[config.mk]
export PLATFORM = sky130hd
export DESIGN_NAME = dds_serial_ctrl
export DESIGN_NICKNAME = d
export VERILOG_FILES = /design/src/rtl/dds_ctrl_pkg.sv /design/src/rtl/dds_frame_pack.sv /design/src/rtl/dds_pulse_timer.sv /design/src/rtl/dds_serial_ctrl.sv
export SDC_FILE = /design/constraint.sdc
export NUM_CORES = 1
export LEC_CHECK = 0
export BUFFER_PORTS_ARGS = -buffer_cell sky130_fd_sc_hd__clkbuf_2
export CORE_MARGIN = 2
export CORE_UTILIZATION = 45
export DETAILED_ROUTE_END_ITERATION = 12
export PLACE_DENSITY = 0.65
export SLEW_MARGIN = 15
export SYNTH_ARGS = -nofsm -noshare
export SYNTH_HDL_FRONTEND = slang
export SYNTH_SLANG_ARGS = --single-unit
[constraint.sdc]
create_clock -name clk -period 7.8 [get_ports clk]
set_input_delay 0.78 -clock clk [delete_from_list [all_inputs] [get_ports clk]]
set_output_delay 0.78 -clock clk [all_outputs]
set_load 0.05 [all_outputs]
[src/rtl/dds_ctrl_pkg.sv]
package dds_ctrl_pkg;

  typedef enum logic [3:0] {
    S_IDLE,
    S_RST_H, S_RST_L,
    S_MW_H,  S_MW_L,
    S_MF_H,  S_MF_L,
    S_BIT_L, S_BIT_H,
    S_GAP,   S_FQ_H,  S_TAIL
  } seq_st_t;

  // States whose duration is the high-pulse count
  function automatic logic st_is_high(input seq_st_t s);
    return (s == S_RST_H) || (s == S_MW_H) || (s == S_MF_H) ||
           (s == S_BIT_H) || (s == S_FQ_H);
  endfunction

endpackage

[src/rtl/dds_frame_pack.sv]
module dds_frame_pack #(
  parameter int TW_W = 32,
  parameter int PH_W = 5,
  localparam int CTRL_W  = 2,
  localparam int FRAME_W = TW_W + CTRL_W + 1 + PH_W
) (
  input  logic [TW_W-1:0]    tw,
  input  logic [PH_W-1:0]    ph,
  input  logic               pd,
  output logic [FRAME_W-1:0] frame
);
  // Control bits are forced to zero regardless of any input
  always_comb frame = {ph, pd, {CTRL_W{1'b0}}, tw};
endmodule

[src/rtl/dds_pulse_timer.sv]
module dds_pulse_timer #(
  parameter int CNT_W = 8
) (
  input  logic             clk,
  input  logic             rst,
  input  logic             load,
  input  logic [CNT_W-1:0] load_val,
  output logic             expired
);
  logic [CNT_W-1:0] cnt;

  always_ff @(posedge clk) begin
    if (rst)                cnt <= '0;
    else if (load)          cnt <= load_val;
    else if (cnt != '0)     cnt <= cnt - CNT_W'(1);
  end

  assign expired = (cnt == '0);
endmodule

[src/rtl/dds_serial_ctrl.sv]
module dds_serial_ctrl
  import dds_ctrl_pkg::*;
#(
  parameter int TW_W   = 32,
  parameter int PH_W   = 5,
  parameter int PHIN_W = 8,
  parameter int CNT_W  = 8,
  localparam int FRAME_W = TW_W + 3 + PH_W,
  localparam int BC_W    = $clog2(FRAME_W)
) (
  input  logic              clk,
  input  logic              rst,
  input  logic              init_req,
  input  logic              upd_req,
  input  logic [TW_W-1:0]   tune_word,
  input  logic [PHIN_W-1:0] phase_req,
  input  logic              pwr_down,
  input  logic [CNT_W-1:0]  hi_cycles,
  input  logic [CNT_W-1:0]  lo_cycles,
  output logic              busy,
  output logic              ready,
  output logic              err,
  output logic              dds_reset,
  output logic              dds_wclk,
  output logic              dds_fqud,
  output logic              dds_data
);

  function automatic logic [CNT_W-1:0] at_least1(input logic [CNT_W-1:0] v);
    return (v == '0) ? CNT_W'(1) : v;
  endfunction

  seq_st_t state, state_n;
  logic [CNT_W-1:0]   hi_q, lo_q, dur_h, dur_l, tmr_val;
  logic [BC_W-1:0]    bitcnt;
  logic [FRAME_W-1:0] shreg, shreg_n, frame;
  logic phase_ok, accept_init, accept_upd, accept, upd_rej;
  logic tmr_exp, adv, last_bit, tmr_load;

  dds_frame_pack #(.TW_W(TW_W), .PH_W(PH_W)) u_pack (
    .tw(tune_word), .ph(phase_req[PH_W-1:0]), .pd(pwr_down), .frame(frame)
  );

  dds_pulse_timer #(.CNT_W(CNT_W)) u_tmr (
    .clk(clk), .rst(rst), .load(tmr_load), .load_val(tmr_val), .expired(tmr_exp)
  );

  assign phase_ok    = ((phase_req >> PH_W) == '0);
  assign accept_init = init_req && (state == S_IDLE);
  assign accept_upd  = upd_req && !init_req && (state == S_IDLE) && ready && phase_ok;
  assign accept      = accept_init || accept_upd;
  assign upd_rej     = upd_req && !accept_upd;
  assign adv         = (state != S_IDLE) && tmr_exp;
  assign last_bit    = (bitcnt == BC_W'(FRAME_W-1));

  always_comb begin
    state_n = state;
    if (accept_init)      state_n = S_RST_H;
    else if (accept_upd)  state_n = S_BIT_L;
    else if (adv) begin
      case (state)
        S_RST_H: state_n = S_RST_L;
        S_RST_L: state_n = S_MW_H;
        S_MW_H:  state_n = S_MW_L;
        S_MW_L:  state_n = S_MF_H;
        S_MF_H:  state_n = S_MF_L;
        S_MF_L:  state_n = S_IDLE;
        S_BIT_L: state_n = S_BIT_H;
        S_BIT_H: state_n = last_bit ? S_GAP : S_BIT_L;
        S_GAP:   state_n = S_FQ_H;
        S_FQ_H:  state_n = S_TAIL;
        S_TAIL:  state_n = S_IDLE;
        default: state_n = S_IDLE;
      endcase
    end
  end

  // Counts are taken from the ports on the accepting edge, then held
  assign dur_h    = accept ? at_least1(hi_cycles) : hi_q;
  assign dur_l    = accept ? at_least1(lo_cycles) : lo_q;
  assign tmr_load = accept || adv;
  assign tmr_val  = st_is_high(state_n) ? (dur_h - CNT_W'(1)) : (dur_l - CNT_W'(1));

  always_comb begin
    if (accept_upd)                                  shreg_n = frame;
    else if (adv && (state == S_BIT_H) && !last_bit) shreg_n = shreg >> 1;
    else                                             shreg_n = shreg;
  end

  always_ff @(posedge clk) begin
    if (rst) begin
      state     <= S_IDLE;
      hi_q      <= CNT_W'(1);
      lo_q      <= CNT_W'(1);
      bitcnt    <= '0;
      shreg     <= '0;
      ready     <= 1'b0;
      busy      <= 1'b0;
      err       <= 1'b0;
      dds_reset <= 1'b0;
      dds_wclk  <= 1'b0;
      dds_fqud  <= 1'b0;
      dds_data  <= 1'b0;
    end else begin
      state <= state_n;
      shreg <= shreg_n;
      if (accept) begin
        hi_q <= dur_h;
        lo_q <= dur_l;
      end
      if (accept_init)                      ready <= 1'b0;
      else if (adv && (state == S_MF_L))    ready <= 1'b1;
      if (accept_upd)                                    bitcnt <= '0;
      else if (adv && (state == S_BIT_H) && !last_bit)   bitcnt <= bitcnt + BC_W'(1);
      busy      <= (state_n != S_IDLE);
      err       <= upd_rej;
      dds_reset <= (state_n == S_RST_H);
      dds_wclk  <= (state_n == S_MW_H) || (state_n == S_BIT_H);
      dds_fqud  <= (state_n == S_MF_H) || (state_n == S_FQ_H);
      dds_data  <= ((state_n == S_BIT_L) || (state_n == S_BIT_H)) ? shreg_n[0] : 1'b0;
    end
  end


  idle_quiet_chk: assert property (@(posedge clk) disable iff (rst)
    !busy |-> !(dds_reset || dds_wclk || dds_fqud || dds_data));


  strobe_excl_chk: assert property (@(posedge clk) disable iff (rst)
    $onehot0({dds_reset, dds_wclk, dds_fqud}));


  data_setup_chk: assert property (@(posedge clk) disable iff (rst)
    $rose(dds_wclk) |-> $stable(dds_data));


  err_cause_chk: assert property (@(posedge clk) disable iff (rst)
    err |-> $past(upd_req));


  ready_clear_chk: assert property (@(posedge clk) disable iff (rst)
    $rose(dds_reset) |-> !ready);


  fqud_after_frame_chk: assert property (@(posedge clk) disable iff (rst)
    ($rose(dds_fqud) && ready) |-> last_bit);

endmodule

# ---- Word level (Yosys, flattened, before mapping)
# Index checks and enable logic that the tools add are counted.
dict set report classes {
  addsub 4
  muxes 14
  n_eq_ne 17
  n_bitwise 1
  n_reduce_logical 35
}
# op count
set op_table {}
lappend op_table {{$mux 40} 2}
lappend op_table {{$mux 8} 7}
lappend op_table {{$pmux 4 s9} 1}
lappend op_table {{$logic_not 8->1} 4}
lappend op_table {{$eq 4x3->1 const B} 6}
lappend op_table {{$sub 8x1->8 const B} 3}
lappend op_table {{$eq 4x4->1 const B} 5}
lappend op_table {{$mux 4} 4}
lappend op_table {{$eq 4x2->1 const B} 3}
lappend op_table {{$logic_and 1x1->1} 10}
lappend op_table {{$logic_or 1x1->1} 9}
lappend op_table {{$eq 4x1->1 const B} 2}
lappend op_table {{$reduce_bool 4->1} 2}
lappend op_table {{$reduce_bool 8->1} 1}
lappend op_table {{$add 6x1->6 const B} 1}
lappend op_table {{$eq 6x6->1 const B} 1}
lappend op_table {{$reduce_or 2->1} 3}
lappend op_table {{$logic_not 4->1} 1}
lappend op_table {{$reduce_bool 2->1} 2}
lappend op_table {{$logic_not 1->1} 3}
lappend op_table {{$not 1->1} 1}
dict set report word_totals {
  inputBits 61
  output_inout_bits 7
  regBits 81
}

# ---- Depth between registers and ports, before layout
# Gate-level depths: netlist (run 1).
dict set report depth {
  word_depth 14
  depth_mapped 15
}

# ---- By module
# A second synthesis (run 1) with hierarchy kept.
dict set report unflattened {
  cells_unflattened 529
  hier_area_um2 4381.7
}
# module area_per_inst_um2 cells_each n_inst seq_area_each_um2
set by_module_without_submodules {}
lappend by_module_without_submodules {dds_serial_ctrl 3602.2 435 1 1461.4}
lappend by_module_without_submodules {dds_pulse_timer 475.5 53 1 160.2}
lappend by_module_without_submodules {dds_frame_pack 304.0 41 1 0.0}

# ---- Worst setup path before layout (run 1)
# Ideal clock, no wire load.
dict set report synth_timing {
  path_type {input to register}
  from {input port phase_req[6]}
  to {register u_tmr.cnt[5]}
  arrival_time_ps 3163
  setup_time_ps 124
  n_path_buf 1
  cell_stages 11
  path_slack_ps 4513
  cell_sequence {nor4b_1 a21oi_1 nand2b_1 clkbuf_1 a311o_1 o21ai_0 mux2_4 o21ai_2 a2111oi_4 and4_1 nor3_1}
}
dict set report synth_between {
  elab_chain_cells 11
  word_cells_on_any_way 22
  cone_classes {2 x add/sub; 5 x eq/ne; 6 x mux; 9 x reduce/logical}
}
# element line
set synth_lines {}
lappend synth_lines {{start, declared} dds_serial_ctrl.sv:16} ;# input logic [PHIN_W-1:0] phase_req,
lappend synth_lines {{$logic_not 8->1 (*)} dds_serial_ctrl.sv:48} ;# assign phase_ok = ((phase_req >> PH_W) == '0);
lappend synth_lines {{$logic_and 1x1->1 (*)} dds_serial_ctrl.sv:50} ;# assign accept_upd = upd_req && !init_req && (state == S_IDLE) && ready && phase_ok;
lappend synth_lines {{parallel branches: the longest is 9 deep, another holds $sub 8x1->8} n/a}
lappend synth_lines {{end signal, assigned} dds_pulse_timer.sv:14} ;# else if (load) cnt <= load_val;
lappend synth_lines {{end signal, assigned} dds_pulse_timer.sv:15} ;# else if (cnt != '0) cnt <= cnt - CNT_W'(1);
lappend synth_lines {{end, declared} dds_pulse_timer.sv:10} ;# logic [CNT_W-1:0] cnt;
# Mark *: on every way between the ends.
# A chain may end at the register's enable or synchronous reset.

# ---- Worst setup path in the final report (run 1)
dict set report layout_timing {
  from {input port phase_req[6]}
  to {register u_tmr.cnt[7]}
}
# Same word-level chain as after synthesis.

==> flow_metrics.tcl, run 1 <==
set metrics [dict create \
    crit_required_ns 8.10 \
    setup_violations 0 \
    reg2reg_depth 12 \
    wl_per_cell_um 15.1 \
    area_growth_pct 12.8 \
    core_um2 8720 \
    status "finished clean" \
    synth_top_family_by_area "simple AND/OR/NAND/NOR gates" \
    synth_simple_gate_area_share_pct 26.6 \
    core.rowCount 34 \
    route.detailed.drc 0 \
    die_w_um 99 \
    synth_fa_ha_area_share_pct 0.616 \
    gp_congestion 0.886 \
    path_clk_slew_ns 0.09 \
    grt_max_degree 77 \
    ir_drop_mv 0.0853 \
    worst_slack_ns 4.14 \
    grt_pass1_wl_um 16600 \
    dr.pass1.iters 5 \
    stdcell_area_um2 4580 \
    regToRegSetupSlack_ns 4.16 \
    cp_slowest_cell "nor2_2" \
    synthCells 509 \
    synth_top_area_share_pct 39.9 \
    max_slew_margin_pct 43.6 \
    holdPathStages 2 \
    synth_area_leaders "dfxtp_1 40%, nand2_1 10%, a311oi_1 8.4%, nor2_1 6.7%, clkbuf_1 2.9%" \
    hp-class "reg -> reg" \
    drive_gt1_share_pct 18.5 \
    crit_path_end_kind "flop" \
    grt_pass1_vias 3526 \
    initial_core_util_pct 46.6 \
    cts_tree "done" \
    clockRootBuffer "clkbuf_8" \
    crit_path_start_kind "input pin" \
    synth_xor_area_share_pct 1.73 \
    yosysTopAreaCell "dfxtp_1" \
    synth_area_um2 4060 \
    period_share_pct 46.9 \
    cp_common_cell "a21oi_1" \
    antenna_found_initial 0 \
    crit_arrival_ns 3.96 \
    final_common_cell "nand2_1" \
    drt_wl_total_um 10100 \
    muxShareOfSynthArea_pct 3.36 \
    antenna_cells 0 \
    synthesis.nets 572 \
    skew_ns 0.00894 \
    fin_tns_setup_ns 0 \
    vias_per_cell 5.78 \
    htreeDepth 3 \
    ant_nets 0 \
    cts_setup_buffers 0 \
    slowest_delay_ns 0.72 \
    drt_iter0_drc 221 \
    grt.overflow.total 0 \
    synthFlopType "dfxtp_1" \
    ios 68 \
    cts_max_path_buffers 2 \
    clock-sinks 81 \
    hold_start "shreg[33]" \
    finalCriticalPeriod_ns 3.66 \
    cts_hold_buffers 0 \
    dp_cells 651 \
    yosysUniqueCellTypes 62 \
    drv_cap 0 \
    max_freq_mhz 273 \
    cts_buffers 9 \
    r2r_start "u_tmr.cnt[2]" \
    placed_cell_area_um2 4410 \
    ys_seq_elements 81 \
    powerDensity_nw_per_um2 241 \
    dieArea_um2 9800 \
    dp.final_hpwl_um 6840 \
    finalMaxSlewViolations 0 \
    path_class "in -> reg" \
    rsz0062_at_grt "no" \
    tightest_slew_ns 0.844 \
    synth_edf_count 0 \
    synth_compound_area_share_pct 23.2 \
    ys_async_sr_fraction_pct 0 \
    layout_common_cells "110 x nand2_1, 81 x dfxtp_1, 73 x nor2_1, 67 x clkbuf_2, 39 x a311oi_1" \
    p_leak_nw 1.72 \
    synth_seq_area_share_pct 39.9 \
    io_buffer_count 67 \
    clk_latency_ns 0.36 \
    post_cts_resized 0 \
    die_y_um 99 \
    dp_worst_setup_slack_ns 3.79 \
    instances_no_fill 666 \
    path_max_fanout 18 \
    cp_cell_sequence "clkbuf_2 > nor4b_1 > a21oi_1 > nor2_2 > mux2i_1 > o211ai_1 > a32oi_1 > o211a_1 > and3_1 > nand3_1 > a21oi_1" \
    holdWs_ns 0.461 \
    r2r_end "u_tmr.cnt[6]" \
    grtUsageTotal_pct 20.6 \
    num_vias 3849 \
    yosysWarnings 0 \
    holdPathEnd "shreg[33]" \
    synth_area_per_cell_um2 7.98 \
    nets 617 \
    hold_violations 0 \
    fillers 816 \
]
==> cells in the mapped netlist (all sizes together), types with 3 or more instances <==
cell,n
o221ai,3
o21ai,8
nor4,6
a311oi,39
o211ai,3
inv,7
nand2b,5
xnor2,3
nand2,110
mux2i,11
clkbuf,31
o311ai,4
a211oi,7
nor2,75
nor3,12
a31oi,6
or3,4
xor2,5
a21oi,21
nand4,4
nand3,13
dfxtp,81
buf,6
a21o,5
==> layer usage <==
layer | global-route usage (%) | vias up | part of all wire [%]
li1 | - | 1933 | -
met1 | 28.5 | 1782 | 47
met2 | 31.3 | 121 | 46
met3 | 4.61 | 13 | 5.6
met4 | 7.80 | 0 | 1.3
met5 | 0 | - | 0
==> cell type report <==
class / count / area [um2] / share of cell area (%)
Tap cell: 108 / 135 / 2.95
Sequential cell: 81 / 1620 / 35.4
Clock buffer: 11 / 141 / 3.09
Clock inverter: 4 / 28.8 / 0.628
Timing Repair Buffer: 71 / 365 / 7.98
Multi-Input combinational cell: 384 / 2260 / 49.4
Inverter: 7 / 26.3 / 0.574
==> flip-flops by register name (all words and copies together) (netlist names) <==
register and count:
shreg 40, hi_q 8, lo_q 8, u_tmr.cnt 8, bitcnt 6, state 4, busy 1, dds_data 1
dds_fqud 1, dds_reset 1, dds_wclk 1, err 1, ready 1
==> logic make-up after synthesis <==
family                     count (synthesis)
and+or+nand+nor                          245
xor gates and xnor gates                   8
DFF                                       81
buffers and inverters                     44
muxes                                     13
adders and majority gates                  2
AOI/OAI and AO/OA                        116
==> critical path, delay by kind of cell <==
family          cells  cell delay (ns)
buf+inv             1             0.08
mux                 1             0.35
simple gates        4             1.45
compound gates      5             1.29
==> worst max path at each step <==
stage / start / to / slack [ns] / cells past startpoint
floorplan: phase_req[6] / u_tmr.cnt[5] / 4.51 / 11
global placement: phase_req[6] / u_tmr.cnt[7] / 3.92 / 11
detailed placement: phase_req[6] / u_tmr.cnt[5] / 3.79 / 11
CTS: phase_req[6] / u_tmr.cnt[5] / 4.18 / 11
global route: phase_req[6] / u_tmr.cnt[7] / 3.81 / 11
finish: phase_req[6] / u_tmr.cnt[7] / 4.14 / 11
==> metrics by stage <==
step,util [%],power (W)
final,52.5,0.00110
after global routing,52.5,0.00116
after CTS,52.5,0.00110
after detailed placement,50.6,0.000823
after global placement,50.6,0.000822
after floorplan,-,0.000749
==> power breakdown <==
part           switching [W]  total (W)  internal [W]  leakage, nW
clock network       0.000158   0.000281      0.000123       0.0818
logic               0.000212   0.000346      0.000134        0.981
registers          0.0000299   0.000475      0.000445        0.658
No activity file was read; power rests on OpenSTA's default activity.
==> run 2, diff against run 1 <==
--- a/config.mk
+++ b/config.mk
@@ -5,11 +5,12 @@
 export SDC_FILE = /design/constraint.sdc
 export NUM_CORES = 1
 export LEC_CHECK = 0
+export ABC_AREA = 1
 export BUFFER_PORTS_ARGS = -buffer_cell sky130_fd_sc_hd__clkbuf_2
 export CORE_MARGIN = 2
 export CORE_UTILIZATION = 45
 export DETAILED_ROUTE_END_ITERATION = 12
-export PLACE_DENSITY = 0.65
+export PLACE_DENSITY = 0.66
 export SLEW_MARGIN = 15
 export SYNTH_ARGS = -nofsm -noshare
 export SYNTH_HDL_FRONTEND = slang
==> constraint.sdc (replaced) <==
create_clock -name clk -period 3.8 [get_ports clk]
set_input_delay 0.38 -clock clk [delete_from_list [all_inputs] [get_ports clk]]
set_output_delay 0.38 -clock clk [all_outputs]
set_load 0.05 [all_outputs]
==> flow_metrics.tcl, run 2 <==
set metrics [dict create \
    status "finished clean" \
    drt_iter0_drc 157 \
    antenna_cells 0 \
    htreeDepth 3 \
    grt_pass1_vias 3170 \
    dp_cells 663 \
    tightest_slew_ns 0.539 \
    rsz0062_at_grt "no" \
    layout_common_cells "109 x nand2_1, 81 x dfxtp_1, 67 x clkbuf_2, 54 x nor2_1, 46 x a21oi_1" \
    path_max_fanout 9 \
    seqCellArea_um2 1620 \
    ant_nets 0 \
    synth_common_cells "109 x nand2_1, 81 x dfxtp_1, 55 x nor2_1" \
    crit_required_ns 4.08 \
    internal_power_w 0.00147 \
    worst_slack_ns 1.03 \
    p_sw_w 0.000820 \
    dp.final_hpwl_um 6300 \
    cts_max_path_buffers 2 \
    max_freq_mhz 361 \
    cp_common_cell "nand2_1" \
    vias_per_cell 5.10 \
    area_growth_pct 17.4 \
    nets 632 \
    antenna_found_initial 0 \
    synthesis.nets 568 \
    dr.pass1.iters 4 \
    cts_setup_buffers 0 \
    clk_latency_ns 0.35 \
    pwr-share-seq_pct 41.3 \
    dp_worst_setup_slack_ns 0.980 \
    utilization_pct 54.2 \
    gp_congestion 0.884 \
    drt_wl_total_um 8800 \
    cp_cell_sequence "ha_1 > nand3_1 > nor2_1 > nand2_1 > nand3_1 > nand2_1 > nand2_2 > inv_2 > nand2_1 > nor2_2 > nor2_8 > nand2_8 > nand2_1 > nand3_1 > o21ai_1 > inv_1 > ha_1 > or2_0 > a21oi_1" \
    crit_arrival_ns 3.05 \
    slowest_delay_ns 0.36 \
    synth_top_area_share_pct 43.0 \
    period_share_pct 72.9 \
    p_sw_share_pct 35.9 \
    path_clk_slew_ns 0.09 \
    num_vias 3460 \
    skew_ns 0.0131 \
    hold_violations 0 \
    ios 68 \
    synth_area_leaders "dfxtp_1 43%, nand2_1 11%, a22oi_1 7.2%, a21oi_1 6.1%, nor2_1 5.5%" \
    ys_async_sr_fraction_pct 0 \
    clock-sinks 81 \
    hp-class "in -> reg" \
    crit_buf_inv 2 \
    crit_path_end_kind "flop" \
    path_class "reg -> reg" \
    cts_buffers 9 \
    synth_area_um2 3770 \
    initial_core_util_pct 46.1 \
    core.rowCount 33 \
    post_cts_resized 0 \
    dieArea_um2 9130 \
    ir_drop_mv 0.262 \
    drv_cap 0 \
    instances_no_fill 679 \
    drive_gt1_share_pct 24.0 \
    largest_reg_flops 40 \
    fin_tns_setup_ns 0 \
    wl_per_cell_um 13.0 \
    synthCells 505 \
    p_leak_nw 1.86 \
    die_y_um 95.5 \
    core_um2 8180 \
    synth_edf_count 0 \
    powerDensity_nw_per_um2 516 \
    cpLargestDelayFamily "simple AND/OR/NAND/NOR gates" \
    cts_hold_buffers 0 \
    clockRootBuffer "clkbuf_8" \
    synthFlopType "dfxtp_1" \
    grt_max_degree 44 \
    yosysWarnings 0 \
    finalMaxSlewViolations 0 \
    grt_pass1_wl_um 14600 \
    max_slew_margin_pct 63.7 \
    crit_path_start_kind "flop" \
    top_register "shreg" \
    grtUsageTotal_pct 20.4 \
    route.detailed.drc 0 \
    multiInputGateArea_um2 1920 \
    cp_slowest_cell "dfxtp_1" \
    holdWs_ns 0.267 \
    cts_tree "done" \
    final_common_cell "nand2_1" \
    synth_seq_area_share_pct 43.0 \
    synth_area_per_cell_um2 7.47 \
    io_buffer_count 67 \
    fillers 804 \
    die_w_um 95.5 \
    pwr-share-comb_pct 30.0 \
    yosysUniqueCellTypes 34 \
    yosysMostFrequentCell "nand2_1" \
    grt.overflow.total 0 \
    yosysTopAreaCell "dfxtp_1" \
    ys_seq_elements 81 \
    finalCriticalPeriod_ns 2.77 \
    setup_violations 0 \
    p_clk_share_pct 28.8 \
]
run 2: cell types whose count changed in the layout (fill, tap and decap cells not counted), moves of 10 or more:
| cell | previous run | this run |
|---|---|---|
| nand3_1 | 12 | 22 |
| a21oi_1 | 21 | 46 |
| a311oi_1 | 39 | 0 |
| nor2_2 | 2 | 12 |
| a22oi_1 | 1 | 36 |
| inv_1 | 7 | 31 |
| nand2_2 | 0 | 10 |
| o21ai_0 | 4 | 21 |
| nor2_1 | 73 | 54 |
| inv_2 | 0 | 11 |
run 2: cell families after synthesis:
logic type                 count (synthesis)  synth area share [%]
and+or+nand+nor                          239                  30.4
muxes                                      7                  1.86
DFF                                       81                  43.0
buffers and inverters                     64                  6.47
AOI/OAI and AO/OA                        112                  17.6
adders and majority gates                  2                 0.663
run 2: stage by stage:
| stage | power, W | instance area, um2 |
|---|---|---|
| final | 0.00229 | 4430 |
| after global routing | 0.00243 | 4430 |
| after CTS | 0.00231 | 4430 |
| after detailed placement | 0.00164 | 4220 |
| after global placement | 0.00164 | 4220 |
| after floorplan | 0.00149 | 3770 |
run 2: power by group through the flow:
stage	sequential (W)	clock, W	combinational [W]
2_1_floorplan	0.000975	0	0.000511
3_3_place_gp	0.000963	0	0.000673
3_5_place_dp	0.000963	0	0.000682
4_1_cts	0.000943	0.000674	0.000688
5_1_grt	0.000950	0.000715	0.000768
6_report	0.000943	0.000657	0.000685
run 2: routing by layer:
metal / GRT usage (%) / up-vias / share of wire, %
li1: - / 1812 / -
met1: 27.7 / 1584 / 48
met3: 3.40 / 9 / 3.6
met2: 31.8 / 55 / 48
met5: 0 / - / 0
met4: 9.17 / 0 / 1.3
run 2: area by class of cell:
cell class,count,area share (%)
multi-input combinational,360,43.4
sequential,81,36.6
tap,105,2.97
inverter,45,3.84
timing repair buffer,72,8.42
clock inverter,6,1.64
clock buffer,10,3.11
run 2: final timing paths:
check          startpoint      endpoint  slack, ns  cells past startpoint
max             bitcnt[1]  u_tmr.cnt[2]       1.03                     19
min          phase_req[4]     shreg[39]       0.27                      3
max reg2reg     bitcnt[1]  u_tmr.cnt[2]       1.03                     19
min reg2reg      shreg[7]      shreg[7]       0.47                      2
run 2: worst min-delay path, stage by stage:
cell and delay (ns):
clkbuf_2 0.08, nand2_1 0.06, a21oi_1 0.06
